<file path="config.mk">
export PLATFORM = sky130hd
export DESIGN_NAME = lock_victim_sel
export DESIGN_NICKNAME = d
export VERILOG_FILES = /design/src/rtl/lvs_pkg.sv /design/src/rtl/lvs_first_invalid.sv /design/src/rtl/lvs_tree_pick.sv /design/src/rtl/lvs_tree_touch.sv /design/src/rtl/lock_victim_sel.sv
export SDC_FILE = /design/constraint.sdc
export NUM_CORES = 1
export LEC_CHECK = 0
export BUFFER_PORTS_ARGS = -buffer_cell sky130_fd_sc_hd__clkbuf_2
export CORE_AREA = 2 2 39 41
export CTS_CLUSTER_DIAMETER = 30
export DETAILED_ROUTE_END_ITERATION = 10
export DIE_AREA = 0 0 41 43
export PLACE_DENSITY_LB_ADDON = 0.08
export SKIP_LAST_GASP = 1
export SYNTH_ARGS = -nofsm -noshare
export SYNTH_HDL_FRONTEND = slang
export SYNTH_HIERARCHICAL = 1
export SYNTH_SLANG_ARGS = --single-unit
</file>
<file path="constraint.sdc">
create_clock -name clk -period 2.1 [get_ports clk]
set_input_delay 0.525 -clock clk [delete_from_list [all_inputs] [get_ports clk]]
set_output_delay 0.525 -clock clk [all_outputs]
set_load 0.005 [all_outputs]
</file>
<file path="src/rtl/lvs_pkg.sv">
package lvs_pkg;
  typedef enum logic [1:0] {
    OUT_NONE   = 2'd0,
    OUT_HIT    = 2'd1,
    OUT_FILL   = 2'd2,
    OUT_BYPASS = 2'd3
  } outcome_e;
endpackage

</file>
<file path="src/rtl/lvs_first_invalid.sv">
module lvs_first_invalid #(
  parameter int WAYS = 4,
  localparam int IDX_W = $clog2(WAYS)
) (
  input  logic [WAYS-1:0]  valid_bits,
  output logic             found,
  output logic [IDX_W-1:0] idx
);
  always_comb begin
    found = 1'b0;
    idx   = '0;
    for (int w = WAYS - 1; w >= 0; w--) begin
      if (!valid_bits[w]) begin
        found = 1'b1;
        idx   = w[IDX_W-1:0];
      end
    end
  end
endmodule

</file>
<file path="src/rtl/lvs_tree_pick.sv">
module lvs_tree_pick #(
  parameter int WAYS = 4,
  localparam int IDX_W = $clog2(WAYS)
) (
  input  logic [WAYS-2:0]  plru,
  input  logic [IDX_W-1:0] lock_n,
  output logic [IDX_W-1:0] way
);
  always_comb begin
    int prefix;
    int node;
    int left_hi;
    logic dir;
    prefix = 0;
    for (int d = 0; d < IDX_W; d++) begin
      node    = (1 << d) | prefix;
      // highest way number under the lower-numbered child of this node
      left_hi = ((prefix << 1) << (IDX_W - d - 1)) | ((1 << (IDX_W - d - 1)) - 1);
      if (left_hi < int'(lock_n)) dir = 1'b1;
      else                        dir = plru[node-1];
      prefix  = (prefix << 1) | int'(dir);
    end
    way = prefix[IDX_W-1:0];
  end
endmodule

</file>
<file path="src/rtl/lvs_tree_touch.sv">
module lvs_tree_touch #(
  parameter int WAYS = 4,
  localparam int IDX_W = $clog2(WAYS)
) (
  input  logic [WAYS-2:0]  plru_in,
  input  logic [IDX_W-1:0] way,
  output logic [WAYS-2:0]  plru_out
);
  always_comb begin
    int node;
    plru_out = plru_in;
    for (int d = 0; d < IDX_W; d++) begin
      node = (1 << d) | (int'(way) >> (IDX_W - d));
      plru_out[node-1] = ~way[IDX_W-1-d];
    end
  end
endmodule

</file>
<file path="src/rtl/lock_victim_sel.sv">
module lock_victim_sel #(
  parameter int WAYS = 4,
  localparam int IDX_W = $clog2(WAYS)
) (
  input  logic             clk,
  input  logic             rst,
  input  logic             req_vld,
  input  logic [WAYS-1:0]  req_valid_bits,
  input  logic [WAYS-2:0]  req_plru,
  input  logic             req_hit,
  input  logic [IDX_W-1:0] req_hit_way,
  input  logic             whole_lock,
  input  logic [IDX_W-1:0] way_lock_cnt,
  output logic             rsp_vld,
  output logic             rsp_alloc,
  output logic             rsp_inhibit,
  output logic [IDX_W-1:0] rsp_way,
  output logic [WAYS-2:0]  rsp_plru
);
  import lvs_pkg::*;

  logic             inv_found;
  logic [IDX_W-1:0] inv_idx;
  logic [IDX_W-1:0] tree_way;
  logic [IDX_W-1:0] touch_way;
  logic [WAYS-2:0]  touched;
  outcome_e         outcome;
  logic [IDX_W-1:0] victim;

  lvs_first_invalid #(.WAYS(WAYS)) u_inv (
    .valid_bits (req_valid_bits),
    .found      (inv_found),
    .idx        (inv_idx)
  );

  lvs_tree_pick #(.WAYS(WAYS)) u_pick (
    .plru   (req_plru),
    .lock_n (way_lock_cnt),
    .way    (tree_way)
  );

  lvs_tree_touch #(.WAYS(WAYS)) u_touch (
    .plru_in  (req_plru),
    .way      (touch_way),
    .plru_out (touched)
  );

  always_comb begin
    victim = inv_found ? inv_idx : tree_way;
    if (!req_vld)        outcome = OUT_NONE;
    else if (req_hit)    outcome = OUT_HIT;
    else if (whole_lock) outcome = OUT_BYPASS;
    else                 outcome = OUT_FILL;
    touch_way = (outcome == OUT_HIT) ? req_hit_way : victim;
  end

  always_ff @(posedge clk) begin
    if (rst) begin
      rsp_vld     <= 1'b0;
      rsp_alloc   <= 1'b0;
      rsp_inhibit <= 1'b0;
      rsp_way     <= '0;
      rsp_plru    <= '0;
    end else begin
      rsp_vld     <= (outcome != OUT_NONE);
      rsp_alloc   <= (outcome == OUT_FILL);
      rsp_inhibit <= (outcome == OUT_BYPASS);
      case (outcome)
        OUT_HIT: begin
          rsp_way  <= req_hit_way;
          rsp_plru <= touched;
        end
        OUT_FILL: begin
          rsp_way  <= victim;
          rsp_plru <= touched;
        end
        OUT_BYPASS: begin
          rsp_way  <= '0;
          rsp_plru <= req_plru;
        end
        default: begin
          rsp_way  <= '0;
          rsp_plru <= '0;
        end
      endcase
    end
  end
endmodule

</file>
# Word-level counts from Yosys, hierarchy flattened

Cells that the tools add are included.
W data, S select, Z words.

Memories kept: 0
Output and inout port bits: 8
Bits in latches: 0
Bits in writable memories: 0
Flip-flop bits (word level): 8
Bits of input ports: 16
Bits in read-only memories: 0
Word-level logic and storage cells: 44

$add $sub $neg: 2
Multiplexer cells: 23
Multiply operators: 0
Shifts and indexed selects: 0
Equality and inequality tests: 3
Order comparisons: 5
Bitwise logic cells: 3
Divide/modulo/power cells: 0
Reduce and logical (&&, ||, !) cells: 3

Operator list:

| cell                  | count |
|---|---|
| $lt A32 B4 Y1 const B | 1 |
| $mux W2               | 8 |
| $mux W1               | 10 |
| $pmux W3 S2           | 1 |
| $sub A2 B1 Y3 const B | 2 |
| $eq A2 B2 Y1 const B  | 2 |
| $lt A3 B4 Y1 const B  | 1 |
| $pmux W2 S2           | 1 |
| $bwmux W3             | 1 |
| $ge A3 B1 Y1 const B  | 1 |
| $bmux W1 S2           | 1 |
| $demux W1 S2          | 1 |
| $eq A2 B1 Y1 const B  | 1 |
| $lt A1 B2 Y1 const A  | 1 |
| $lt A2 B2 Y1          | 1 |
| $not A1 Y1            | 2 |
| $or A2 B1 Y2          | 1 |
| $reduce_bool A2 Y1    | 1 |
| $reduce_or A2 Y1      | 1 |
| $logic_and A1 B1 Y1   | 1 |

# Longest topological paths before layout

Word-level depth: 17
Depth in mapped cells: 8
Gate-level depth less buffers: 8

# By module

Netlist, hierarchy kept.

By module, submodules not included:

| module            | area an instance (sq um) | cells an instance | sequential area each (sq um) | instances |
|---|---|---|---|---|
| lock_victim_sel   | 369.1                    | 37                | 160.2                        | 1 |
| lvs_tree_pick     | 37.5                     | 5                 | 0.0                          | 1 |
| lvs_first_invalid | 28.8                     | 5                 | 0.0                          | 1 |
| lvs_tree_touch    | 23.8                     | 5                 | 0.0                          | 1 |

# Worst setup path before layout

Ideal clock, no wire load.

Path type: input-to-reg
Start: input port req_hit
End: register rsp_plru[1]
Required time: 1.981 ns
Stages: 8
Slack: 0.222 ns
Arrival time: 1.759 ns
Buffers on the path: 0
Library setup time: 0.119 ns
Cell sequence: o21ai_0 -> inv_1 -> ha_1 -> mux2i_1 -> nor2b_1 -> a21oi_1 -> a22oi_1 -> nor3_1

Word-level cells in the longest chain between the ends: 11
Elaborated cells on any way between the ends: 16
Classes of those cells: 1 x add/sub; 2 x order compare; 3 x eq/ne; 7 x mux; 1 x bitwise; 2 x reduce/logical

RTL lines:

| item                                                                      | line                  | RTL |
|---|---|---|
| start, declared                                                           | lock_victim_sel.sv:10 | `input logic req_hit,` |
| $mux W2 (*)                                                               | lock_victim_sel.sv:51 | `else if (req_hit) outcome = OUT_HIT;` |
| $mux W2 (*)                                                               | lock_victim_sel.sv:50 | `if (!req_vld) outcome = OUT_NONE;` |
| $eq A2 B1 Y1 (*)                                                          | lock_victim_sel.sv:54 | `touch_way = (outcome == OUT_HIT) ? req_hit_way : victim;` |
| $mux W2 (*)                                                               | lock_victim_sel.sv:54 |  |
| net touch_way[1]                                                          | lock_victim_sel.sv:25 | `logic [IDX_W-1:0] touch_way;` |
| $sub A2 B1 Y3 (*)                                                         | lvs_tree_touch.sv:14  | `plru_out[node-1] = ~way[IDX_W-1-d];` |
| $lt A3 B4 Y1 (not written as such) / $ge A3 B1 Y1 (equally long branches) | lvs_tree_touch.sv:14  |  |
| $logic_and A1 B1 Y1 (not written as such)                                 | lvs_tree_touch.sv:14  |  |
| $mux W1 (not written as such)                                             | lvs_tree_touch.sv:14  |  |
| $demux W1 S2 (*)                                                          | lvs_tree_touch.sv:14  |  |
| $bwmux W3 (*)                                                             | lvs_tree_touch.sv:14  |  |
| net touched[1]                                                            | lock_victim_sel.sv:26 | `logic [WAYS-2:0] touched;` |
| $pmux W3 S2 (*)                                                           | lock_victim_sel.sv:68 | `case (outcome)` |
| end signal, assigned                                                      | lock_victim_sel.sv:71 | `rsp_plru <= touched;` |
| end signal, assigned                                                      | lock_victim_sel.sv:75 | `rsp_plru <= touched;` |
| end signal, assigned                                                      | lock_victim_sel.sv:79 | `rsp_plru <= req_plru;` |
| end, declared                                                             | lock_victim_sel.sv:18 | `output logic [WAYS-2:0] rsp_plru` |

Mark *: on every way through the listed nets, which the timed path passes. The rest lies on a longest branch.
A chain may end at the register's enable or synchronous reset.

# Worst setup path in the final report

Same ends and word-level chain as after synthesis.

==> results.ini <==
[run_status]
status=complete, no violations

[clock_network]
cts_root_buf=clkbuf_4
cts.sink_count=8
post-cts-setup-buffers=0
cts_resized=0
cts_tree=built
clkSlewWorstSetupHoldPaths_ns=0.05
cts_inserted_buffers=3
ctsHoldBuffers=0
cts_max_path_buffers=2
cts_htree_levels=1

[placed_design]
gp_congestion=0.710
dp_cells=92
port_buffers=23
dp.final_hpwl_um=774

[drt]
wirelength_met1_um=431
wl_per_cell_um=9.51
wl_met3_um=75
antenna_left=0
routed_via_density=4.62
wirelength_um=903
drcViolationCount=0
highest_layer=met4
drtPass1Iterations=4
drt_iter0_drc=4
vias=439
dr_wl_met2_um=384

[critical_path]
crit_path_start_kind=primary input
crit_arrival_ns=1.93
crit_fanout=4
required_ns=2.23
crit_type=in -> reg
critPathCaptureType=register
crit_start=req_hit

[sta]
slew_headroom_pct=80.4
fmax_mhz=558
fin_setup_tns_ns=0
period_minus_slack_ns=1.79
worst_slew_pin_slew_ns=0.285
min_period_over_period_pct=85.4
slew_viol_final=0
setup_violations=0
rsz0062_at_grt=false
hold_viol_final=0

[yosys]
synth_warnings=6
yosysTopAreaCell=dfxtp_1
synth_area_sq_um=459
synth-main-ff-cell=dfxtp_1
ys_types=20
yosysTopAreaCellShare_pct=34.9
synthTopCellsByCount=dfxtp_1 (8), inv_1 (5), ha_1 (4), mux2i_1 (4), nor3_1 (4)
synth_seq_area_share_pct=34.9
async_reset_ff_share_pct=0
synthCells=52
synth_nets=72
ys_ff_latch=8
avgSynthCellArea_sq_um=8.83
synthTopCellsByArea=dfxtp_1 (35%), ha_1 (11%), mux2i_1 (8.7%), a22oi_1 (4.9%), nor3_1 (4.4%)
synth_edf_count=0
synth.most_common_cell=dfxtp_1

[cells_and_area]
multi_input_area_sq_um=280
syn2layout_area_growth_pct=36.0
fillers=150
drive_gt1_share_pct=39.2
ff_latch_area_sq_um=160
antenna_cells=0
final_cells=95
fin_nets=101

[die]
ioPinCount=24
core_sq_um=1380
initial_core_util_pct=33.2
die_w_um=41
die_y_um=43
design.die.area_sq_um=1760
num_rows=14

[grt]
gr-total-overflow=0
antenna_found_initial=0
grt_pass1_wl_mm=1.46
grt_max_degree=9
grt_use_total_pct=12.6
grt_pass1_vias=358

[worst_hold_path]
min_from=rst
worstHoldPathType=in -> reg

[power]
p_leak_nw=0.335
p_per_area_nw_per_um2=567
vdd.ir_drop.worst_mv=0.126

[run]
cap_violations=0

## layer usage
layer | global-route usage, % | vias to the layer above
li1 | - | 236
met1 | 17.4 | 182
met2 | 15.6 | 19
met3 | 1.57 | 2
met4 | 12.0 | 0
met5 | 0 | -
## registers in the layout, indices dropped and copies added (netlist names)
name / cells
rsp_inhibit: 1
rsp_way: 2
rsp_plru: 3
rsp_vld: 1
rsp_alloc: 1
## through the flow
| stage | setup slack [ns] | hold slack [ns] | utilization, % | power, W | cell area, sq um |
|---|---|---|---|---|---|
| 2_1_floorplan | 0.222 | 0.592 | - | 0.000209 | 459 |
| 3_3_place_gp | 0.0633 | 0.772 | 43.5 | 0.000244 | 602 |
| 3_5_place_dp | 0.0415 | 0.772 | 43.5 | 0.000245 | 602 |
| 4_1_cts | 0.323 | 0.500 | 45.1 | 0.000363 | 624 |
| 5_1_grt | 0.192 | 0.544 | 45.1 | 0.000377 | 624 |
| 6_report | 0.306 | 0.511 | 45.1 | 0.000354 | 624 |
## final timing paths
kind | end | slack [ns] | cells past startpoint
worst max-delay path | rsp_plru[1]$_SDFF_PP0_ | 0.31 | 9
worst min-delay path | rsp_vld$_SDFF_PP0_ | 0.51 | 2
## cell type report
cell class | instances | share of cell area [%]
multi-input combinational | 39 | 44.9
sequential | 8 | 25.7
timing repair buffer | 24 | 19.6
clock buffer | 3 | 3.61
tap | 16 | 3.21
inverter | 5 | 3.01
## layout by cell type, fill, tap and decap left out, types with 4 or more instances in the layout
master    synthesis  final
inv_1             5      5
ha_1              4      4
nor3_1            4      4
mux2i_1           4      4
clkbuf_2          0     23
dfxtp_1           8      8
## power by group
group | internal [W] | switching [W]
Clock | 0.0000651 | 0.0000476
Combinational | 0.0000403 | 0.0000405
Sequential | 0.000159 | 0.00000151
Total | 0.000265 | 0.0000896
## cell families (layout without fill, tap and decap cells)
kind of cell	Yosys count	in the layout	synth area share [%]
flops	8	8	34.9
buf+inv	5	32	4.09
fa+ha+maj	4	4	10.9
compound gates	12	12	16.3
mux	4	4	8.72
simple gates	19	19	25.1
## critical path: stages
cell and delay [ns]:
clkbuf_2 0.08, o21ai_0 0.21, inv_1 0.09, ha_1 0.26
mux2i_1 0.29, nor2b_1 0.18, a21oi_1 0.05, a22oi_1 0.17
nor3_1 0.08
No activity file was read; power rests on OpenSTA's default activity.
